**src/rtl/keylock_pkg.sv**
```systemverilog
package keylock_pkg;

  localparam int KEY_W      = 4;
  localparam int CODE_LEN   = 4;
  localparam int HEAD_LEN   = CODE_LEN - 1;
  localparam int PROG_LEN   = CODE_LEN + 2;

  typedef logic [KEY_W-1:0] key_t;

  // Matrix position, 1-based column and row, to the key code {col-1, row-1}
  function automatic key_t key_at(input int col, input int row);
    logic [1:0] c;
    logic [1:0] r;
    c = 2'(col - 1);
    r = 2'(row - 1);
    return {c, r};
  endfunction

  localparam key_t KEY_PROG  = key_at(4, 1);
  localparam key_t KEY_CLEAR = key_at(4, 3);

  typedef enum logic [1:0] {
    MODE_ENTRY = 2'd0,
    MODE_ARM1  = 2'd1,
    MODE_ARM2  = 2'd2,
    MODE_PROG  = 2'd3
  } mode_e;

  typedef struct packed {
    key_t [HEAD_LEN-1:0] head;
    key_t                pri_last;
    key_t                sec_last;
    key_t                dur_last;
  } code_set_t;

  localparam code_set_t CODES_RESET = '{
    head:     {key_at(2, 2), key_at(1, 2), key_at(1, 1)},
    pri_last: key_at(2, 1),
    sec_last: key_at(1, 1),
    dur_last: key_at(1, 2)
  };

endpackage

```
**src/rtl/keylock_pulse.sv**
```systemverilog
module keylock_pulse #(
  parameter int CYCLES = 1000
) (
  input  logic clk,
  input  logic rst_n,
  input  logic trig,
  output logic active
);
  localparam int CW = $clog2(CYCLES + 1);

  logic [CW-1:0] cnt_q;

  always_ff @(posedge clk or negedge rst_n) begin
    if (!rst_n) begin
      cnt_q <= '0;
    end else if (trig) begin
      cnt_q <= CW'(CYCLES);
    end else if (cnt_q != '0) begin
      cnt_q <= cnt_q - 1'b1;
    end
  end

  assign active = (cnt_q != '0);

endmodule

```
**src/rtl/keylock_timer.sv**
```systemverilog
module keylock_timer #(
  parameter int CYCLES = 20000
) (
  input  logic clk,
  input  logic rst_n,
  input  logic run,
  input  logic reload,
  output logic expire
);
  localparam int CW = $clog2(CYCLES);

  logic [CW-1:0] cnt_q;

  always_ff @(posedge clk or negedge rst_n) begin
    if (!rst_n) begin
      cnt_q <= '0;
    end else if (reload) begin
      cnt_q <= CW'(CYCLES - 1);
    end else if (run && cnt_q != '0) begin
      cnt_q <= cnt_q - 1'b1;
    end
  end

  assign expire = run && (cnt_q == '0);

endmodule

```
**src/rtl/keylock_codes.sv**
```systemverilog
module keylock_codes
  import keylock_pkg::*;
(
  input  logic      clk,
  input  logic      rst_n,
  input  logic      cap_valid,
  input  logic      cap_clear,
  input  key_t      cap_key,
  output logic      cap_last,
  output code_set_t codes
);
  localparam int CW = $clog2(PROG_LEN);
  localparam int LAST = PROG_LEN - 1;

  key_t          buf_q [LAST];
  logic [CW-1:0] cnt_q;
  code_set_t     codes_q;

  always_ff @(posedge clk or negedge rst_n) begin
    if (!rst_n) begin
      cnt_q   <= '0;
      codes_q <= CODES_RESET;
      for (int i = 0; i < LAST; i++) buf_q[i] <= '0;
    end else if (cap_valid) begin
      if (cap_clear) begin
        cnt_q <= '0;
      end else if (cnt_q == CW'(LAST)) begin
        cnt_q <= '0;
        for (int i = 0; i < HEAD_LEN; i++) codes_q.head[i] <= buf_q[i];
        codes_q.pri_last <= buf_q[CODE_LEN-1];
        codes_q.sec_last <= buf_q[CODE_LEN];
        codes_q.dur_last <= cap_key;
      end else begin
        buf_q[cnt_q] <= cap_key;
        cnt_q        <= cnt_q + 1'b1;
      end
    end
  end

  assign cap_last = (cnt_q == CW'(LAST));
  assign codes    = codes_q;

endmodule

```
**src/rtl/keylock_seq.sv**
```systemverilog
module keylock_seq
  import keylock_pkg::*;
(
  input  logic      clk,
  input  logic      rst_n,
  input  logic      key_valid,
  input  key_t      key,
  input  code_set_t codes,
  input  logic      expire,
  input  logic      cap_last,
  output logic      timer_run,
  output logic      timer_reload,
  output logic      cap_valid,
  output logic      cap_clear,
  output logic      hit_pri,
  output logic      hit_sec,
  output logic      hit_dur,
  output logic      miss,
  output logic      in_prog
);
  localparam int PW = $clog2(CODE_LEN);
  localparam logic [PW-1:0] LAST_POS = PW'(CODE_LEN - 1);

  mode_e         mode_q, mode_d, eff_mode;
  logic [PW-1:0] ptr_q, ptr_d, eff_ptr;
  logic          is_digit;
  logic          any_hit;

  always_comb begin
    eff_mode = mode_q;
    eff_ptr  = ptr_q;
    if (expire) begin
      eff_mode = MODE_ENTRY;
      eff_ptr  = '0;
    end
    mode_d       = eff_mode;
    ptr_d        = eff_ptr;
    timer_reload = 1'b0;
    cap_valid    = 1'b0;
    cap_clear    = 1'b0;
    hit_pri      = 1'b0;
    hit_sec      = 1'b0;
    hit_dur      = 1'b0;
    miss         = 1'b0;
    is_digit     = 1'b0;
    any_hit      = 1'b0;
    if (key_valid) begin
      unique case (eff_mode)
        MODE_PROG: begin
          cap_valid = 1'b1;
          cap_clear = (key == KEY_CLEAR);
          if (key != KEY_CLEAR && cap_last) mode_d = MODE_ENTRY;
        end
        MODE_ARM1: begin
          if (key == KEY_PROG) begin
            mode_d       = MODE_ARM2;
            timer_reload = 1'b1;
          end else begin
            is_digit = 1'b1;
          end
        end
        MODE_ARM2: begin
          if (key == KEY_PROG) mode_d = MODE_PROG;
          else                 is_digit = 1'b1;
        end
        default: is_digit = 1'b1;
      endcase

      if (is_digit) begin
        mode_d = MODE_ENTRY;
        if (eff_ptr != LAST_POS) begin
          if (key == codes.head[eff_ptr]) begin
            ptr_d        = eff_ptr + 1'b1;
            timer_reload = 1'b1;
          end else begin
            miss  = 1'b1;
            ptr_d = '0;
          end
        end else begin
          hit_pri = (key == codes.pri_last);
          hit_sec = (key == codes.sec_last);
          hit_dur = (key == codes.dur_last) && (codes.dur_last != codes.pri_last);
          any_hit = hit_pri | hit_sec | hit_dur;
          miss    = !any_hit;
          ptr_d   = '0;
          if (hit_sec) begin
            mode_d       = MODE_ARM1;
            timer_reload = 1'b1;
          end
        end
      end
    end
  end

  always_ff @(posedge clk or negedge rst_n) begin
    if (!rst_n) begin
      mode_q <= MODE_ENTRY;
      ptr_q  <= '0;
    end else begin
      mode_q <= mode_d;
      ptr_q  <= ptr_d;
    end
  end

  assign timer_run = (ptr_q != '0) || (mode_q == MODE_ARM1) || (mode_q == MODE_ARM2);
  assign in_prog   = (mode_q == MODE_PROG);

endmodule

```
**src/rtl/keylock_ctrl.sv**
```systemverilog
module keylock_ctrl
  import keylock_pkg::*;
#(
  parameter int ENTRY_CYCLES = 20000,
  parameter int PULSE_CYCLES = 1000
) (
  input  logic       clk,
  input  logic       rst_n,
  input  logic       key_valid,
  output logic       key_ready,
  input  logic [3:0] key_code,
  output logic       lock1,
  output logic       lock2,
  output logic       lock_status,
  output logic       momentary,
  output logic       tamper,
  output logic       alarm,
  output logic       prog_mode
);
  code_set_t codes;
  logic      expire, timer_run, timer_reload;
  logic      cap_valid, cap_clear, cap_last;
  logic      hit_pri, hit_sec, hit_dur, miss;
  logic      lock1_q, lock2_q, alarm_q;

  keylock_seq seq_i (
    .clk          (clk),
    .rst_n        (rst_n),
    .key_valid    (key_valid),
    .key          (key_code),
    .codes        (codes),
    .expire       (expire),
    .cap_last     (cap_last),
    .timer_run    (timer_run),
    .timer_reload (timer_reload),
    .cap_valid    (cap_valid),
    .cap_clear    (cap_clear),
    .hit_pri      (hit_pri),
    .hit_sec      (hit_sec),
    .hit_dur      (hit_dur),
    .miss         (miss),
    .in_prog      (prog_mode)
  );

  keylock_codes codes_i (
    .clk       (clk),
    .rst_n     (rst_n),
    .cap_valid (cap_valid),
    .cap_clear (cap_clear),
    .cap_key   (key_code),
    .cap_last  (cap_last),
    .codes     (codes)
  );

  keylock_timer #(.CYCLES(ENTRY_CYCLES)) timer_i (
    .clk    (clk),
    .rst_n  (rst_n),
    .run    (timer_run),
    .reload (timer_reload),
    .expire (expire)
  );

  keylock_pulse #(.CYCLES(PULSE_CYCLES)) mom_pulse_i (
    .clk    (clk),
    .rst_n  (rst_n),
    .trig   (hit_pri),
    .active (momentary)
  );

  keylock_pulse #(.CYCLES(PULSE_CYCLES)) tamper_pulse_i (
    .clk    (clk),
    .rst_n  (rst_n),
    .trig   (miss),
    .active (tamper)
  );

  always_ff @(posedge clk or negedge rst_n) begin
    if (!rst_n) begin
      lock1_q <= 1'b0;
      lock2_q <= 1'b0;
      alarm_q <= 1'b0;
    end else begin
      if (hit_pri || hit_dur) lock1_q <= !lock1_q;
      if (hit_sec)            lock2_q <= !lock2_q;
      if (hit_dur)            alarm_q <= 1'b1;
      else if (hit_pri)       alarm_q <= 1'b0;
    end
  end

  assign key_ready   = 1'b1;
  assign lock1       = lock1_q;
  assign lock2       = lock2_q;
  assign alarm       = alarm_q;
  assign lock_status = !lock1_q;

endmodule

```
**config.mk**
```make
export PLATFORM = sky130hd
export DESIGN_NAME = keylock_ctrl
export DESIGN_NICKNAME = d
export VERILOG_FILES = /design/src/rtl/keylock_pkg.sv /design/src/rtl/keylock_pulse.sv /design/src/rtl/keylock_timer.sv /design/src/rtl/keylock_codes.sv /design/src/rtl/keylock_seq.sv /design/src/rtl/keylock_ctrl.sv
export SDC_FILE = /design/constraint.sdc
export NUM_CORES = 1
export LEC_CHECK = 0
export ABC_AREA = 1
export BUFFER_PORTS_ARGS = -buffer_cell sky130_fd_sc_hd__buf_4
export CORE_MARGIN = 3
export CORE_UTILIZATION = 57
export DETAILED_ROUTE_END_ITERATION = 8
export PLACE_DENSITY = 0.77
export SETUP_SLACK_MARGIN = 0.15
export SYNTH_ARGS = -nofsm -noshare
export SYNTH_HDL_FRONTEND = slang
export SYNTH_HIERARCHICAL = 1
export SYNTH_SLANG_ARGS = --single-unit
export TNS_END_PERCENT = 1
```
**constraint.sdc**
```tcl
create_clock -name clk -period 3 [get_ports clk]
set_clock_uncertainty 0.1 [all_clocks]
set_input_delay 0 -clock clk [delete_from_list [all_inputs] [get_ports clk]]
set_output_delay 0 -clock clk [all_outputs]
set_load 0.02 [all_outputs]
```
==> impl_metrics.py <==
metrics = {
    "status": {
        "status": "finished, final reports clean",
    },
    "clock_tree": {
        "htreeDepth": 3,
        "cts_tree": "built",
        "cts-root-buf": "clkbuf_8",
        "clk_latency_ns": 0.36,
        "cts_sinks": 89,
        "cts_buffers": 9,
        "cts_buffer_depth": 2,
        "clk_pin_slew_worst_paths_ns": 0.10,
    },
    "setup_path": {
        "path_buf_inv": 4,
        "rr_endpoint": "timer_i/cnt_q[1]$_DFFE_PN0P_",
        "crit_path_start_kind": "flop",
        "rr_worst_depth": 21,
        "r2r_slack_ns": 0.13,
        "cp-end-kind": "flop",
        "crit_arrival_ns": 3.06,
        "worstPathMaxFanout": 8,
        "cp_slowest_cell": "dfrtp_1",
        "crit_top_cell": "nand2_1",
        "crit_family": "simple AND/OR/NAND/NOR gates",
        "cp-startpoint": "timer_i/cnt_q[9]$_DFFE_PN0P_",
        "worstPathRequired_ns": 3.19,
        "crit_type": "flop to flop",
        "regToRegStartpoint": "timer_i/cnt_q[9]$_DFFE_PN0P_",
        "critPathMaxStageDelay_ns": 0.43,
        "cp_cell_sequence": "nor2_2 > nand2_2 > nor2_4 > nand3_4 > nor2_4 > inv_4 > buf_8 > nand2_8 > nand2_1 > nand3_2 > nand2_1 > nand2_1 > nand2_1 > nor2_2 > nand3_2 > o21ai_4 > buf_4 > inv_6 > nand2_4 > nand2_1 > nand2_1",
    },
    "die": {
        "die_x_um": 103,
        "ios": 15,
        "start_util": 0.598,
        "core_area_sq_um": 8930,
        "rows": 34,
        "fp.dieH_um": 103,
        "dieArea_sq_um": 10600,
    },
    "global_routing": {
        "grt_overflow": 0,
        "antenna_found_initial": 0,
        "grt_max_degree": 75,
        "grt_usage": 0.234,
        "grt_pass1_vias": 4476,
        "grt_pass1_wl_mm": 19.9,
    },
    "pwr": {
        "netSwitchingPower_mw": 1.25,
        "combPwrFrac": 0.312,
        "p_leak_nw": 3.25,
        "p_int_mw": 2.28,
        "powerDensity_nw_per_um2": 564,
        "seqPwrFrac": 0.416,
        "power_mw": 3.53,
        "vdd_drop_max_uv": 298,
        "switching_share": 0.354,
        "p_clk_frac": 0.271,
    },
    "synth": {
        "synth_edf_count": 0,
        "synth_xor_area_frac": 0.0262,
        "syn_nets": 721,
        "ys_ff_latch": 89,
        "avgSynthCellArea_sq_um": 7.57,
        "ys_types": 39,
        "syn_inst": 706,
        "yosys.area.top_type_share": 0.393,
        "ys_seq_area_frac": 0.418,
        "yosysTopAreaCell": "dfrtp_1",
        "synth_top_family_by_area": "simple AND/OR/NAND/NOR gates",
        "synthAdderAreaFrac": 0.0187,
        "synth_warnings": 6,
        "yosys.cell_count.top_type": "nand2_1",
        "synth_async_sr_flop_share": 1.00,
        "syn_area_sq_um": 5340,
        "yosys_most_used_dff": "dfrtp_1",
        "synth_common_cells": "227 x nand2_1, 93 x inv_1, 84 x dfrtp_1",
        "synth.area.mux_share": 0,
        "synth-simple-area-share": 0.369,
        "synth_area_leaders": "dfrtp_1 39%, nand2_1 16%, inv_1 6.5%",
        "synth_compound_area_frac": 0.0761,
    },
    "run": {
        "maxCapViolCount": 0,
    },
    "route": {
        "vias": 4614,
        "dr.pass1.iters": 5,
        "drt_iter0_markers": 227,
        "drc": 0,
        "wire_per_inst_um": 13.6,
        "vias_per_cell": 5.32,
        "drtAntennaViolNets": 0,
        "routed_wl_mm": 11.8,
    },
    "cells_and_area": {
        "n_antenna_cell": 0,
        "multi_input_area_sq_um": 2820,
        "postLayoutCellArea_sq_um": 6260,
        "ff_latch_area_sq_um": 2230,
        "fin_nets": 770,
        "drive_gt1_frac": 0.216,
        "final_cell_count_no_fill": 868,
        "area_growth_pct": 17.2,
        "fillers": 710,
    },
    "worst_hold_path": {
        "worstHoldStart": "key_code[0]",
        "hp-class": "input port to flop",
        "hold_path_depth": 6,
        "worstHoldEndpoint": "seq_i/ptr_q[0]$_DFF_PN0_",
    },
    "placement": {
        "dp_hpwl_mm": 7.85,
        "place.gp.congestion": 0.851,
        "place_area_sq_um": 5670,
        "dp_cells": 832,
        "io_buffers": 13,
    },
    "sta": {
        "hold_viol": 0,
        "setup_viol": 0,
        "max_freq_ghz": 0.348,
        "tightest_slew_ns": 0.938,
        "rsz0062_at_grt": "true",
        "min_period_ns": 2.87,
        "fin_crit_sh": 0.957,
        "relSlewSlack": 0.374,
        "drv_slew": 0,
    },
}
==> through the flow <==
stage	hold WS [ns]	setup slack (ns)	setup TNS, ns	utilization
2_1_floorplan	-0.396	0.161	0	-
3_3_place_gp	0.0943	0.0864	0	0.634
3_5_place_dp	0.102	-0.0190	-0.0385	0.634
4_1_cts	0.0340	0.101	0	0.680
5_1_grt	0.0668	0.00873	0	0.701
6_report	0.0548	0.128	0	0.701
==> registers in the layout (all words and copies together), names as in the netlist <==
name / flops
alarm: 1
codes_i/buf_q: 20
codes_i/cnt_q: 3
codes_i/codes: 24
lock1: 1
lock2: 1
mom_pulse_i/cnt_q: 10
seq_i/mode_q: 2
seq_i/ptr_q: 2
tamper_pulse_i/cnt_q: 10
timer_i/cnt_q: 15
==> worst register-to-register path, stage by stage, from the launching register on <==
cell	delay (ns)
dfrtp_1	0.43
nor2_2	0.17
nand2_2	0.11
nor2_4	0.14
nand3_4	0.09
nor2_4	0.13
inv_4	0.06
buf_8	0.14
nand2_8	0.09
nand2_1	0.07
nand3_2	0.08
nand2_1	0.06
nand2_1	0.07
nand2_1	0.06
nor2_2	0.14
nand3_2	0.14
o21ai_4	0.23
buf_4	0.19
inv_6	0.06
nand2_4	0.11
nand2_1	0.07
nand2_1	0.07
==> placed cells by master (no fill, tap or decap), types with 10 or more instances in the layout <==
| cell type | instances |
|---|---|
| o21bai_1 | 31 |
| o21ai_0 | 10 |
| nand4_1 | 19 |
| nor2_1 | 43 |
| inv_1 | 86 |
| inv_2 | 10 |
| clkbuf_8 | 10 |
| buf_4 | 43 |
| dfrtp_1 | 83 |
| nor2_4 | 11 |
| nor2_2 | 15 |
| nand2_1 | 221 |
| nand2_2 | 10 |
| nand3_1 | 58 |
==> cell type report <==
type | instances | share of cell area
Clock buffer | 10 | 0.0220
Clock inverter | 6 | 0.0156
Inverter | 100 | 0.0616
Multi-Input combinational cell | 501 | 0.451
Sequential cell | 89 | 0.357
Tap cell | 108 | 0.0216
Timing Repair Buffer | 53 | 0.0705
Timing Repair inverter | 1 | 0.00120
==> logic make-up (layout without fill, tap and decap cells) <==
kind of cell    after synthesis  in the layout
simple gates                418            418
buf+inv                     116            170
flops                        89             89
compound gates               58             58
xor+xnor                     16             16
fa+ha+maj                     8              8
other cells                   1              1
==> power by group through the flow <==
stage	registers, mW	clock network (mW)	logic (mW)
6_report	1.47	0.958	1.10
5_1_grt	1.49	1.04	1.23
4_1_cts	1.46	0.979	1.00
3_5_place_dp	1.49	0	0.948
3_3_place_gp	1.48	0	0.928
2_1_floorplan	1.47	0	0.689
==> metal layers <==
metal | up-vias | track usage | share of wire
met3 | 19 | 0.0419 | 0.030
li1 | 2314 | - | -
met1 | 2188 | 0.296 | 0.43
met2 | 93 | 0.419 | 0.53
met4 | 0 | 0.0488 | 0.014
met5 | - | 0 | 0
==> what timing repair did <==
action                                  4_1_cts  5_1_grt
endpoints found under the setup margin       23       59
hold buffers                                  5        0
endpoints found under the hold margin        92        0
pin swaps                                     5       17
resized for setup                            14       36
cloned                                        1        0
setup buffers                                 7        7
==> worst max path at each step <==
| stage | endpoint | slack, ns | depth (start not counted) |
|---|---|---|---|
| 3_5_place_dp | timer_i/cnt_q[1]$_DFFE_PN0P_ | -0.02 | 20 |
| 6_report | timer_i/cnt_q[1]$_DFFE_PN0P_ | 0.13 | 21 |
| 5_1_grt | timer_i/cnt_q[13]$_DFFE_PN0P_ | 0.009 | 19 |
| 3_3_place_gp | timer_i/cnt_q[9]$_DFFE_PN0P_ | 0.09 | 20 |
| 2_1_floorplan | timer_i/cnt_q[12]$_DFFE_PN0P_ | 0.16 | 21 |
| 4_1_cts | timer_i/cnt_q[8]$_DFFE_PN0P_ | 0.10 | 22 |
Note: power is estimated with default switching activity, not from simulation.
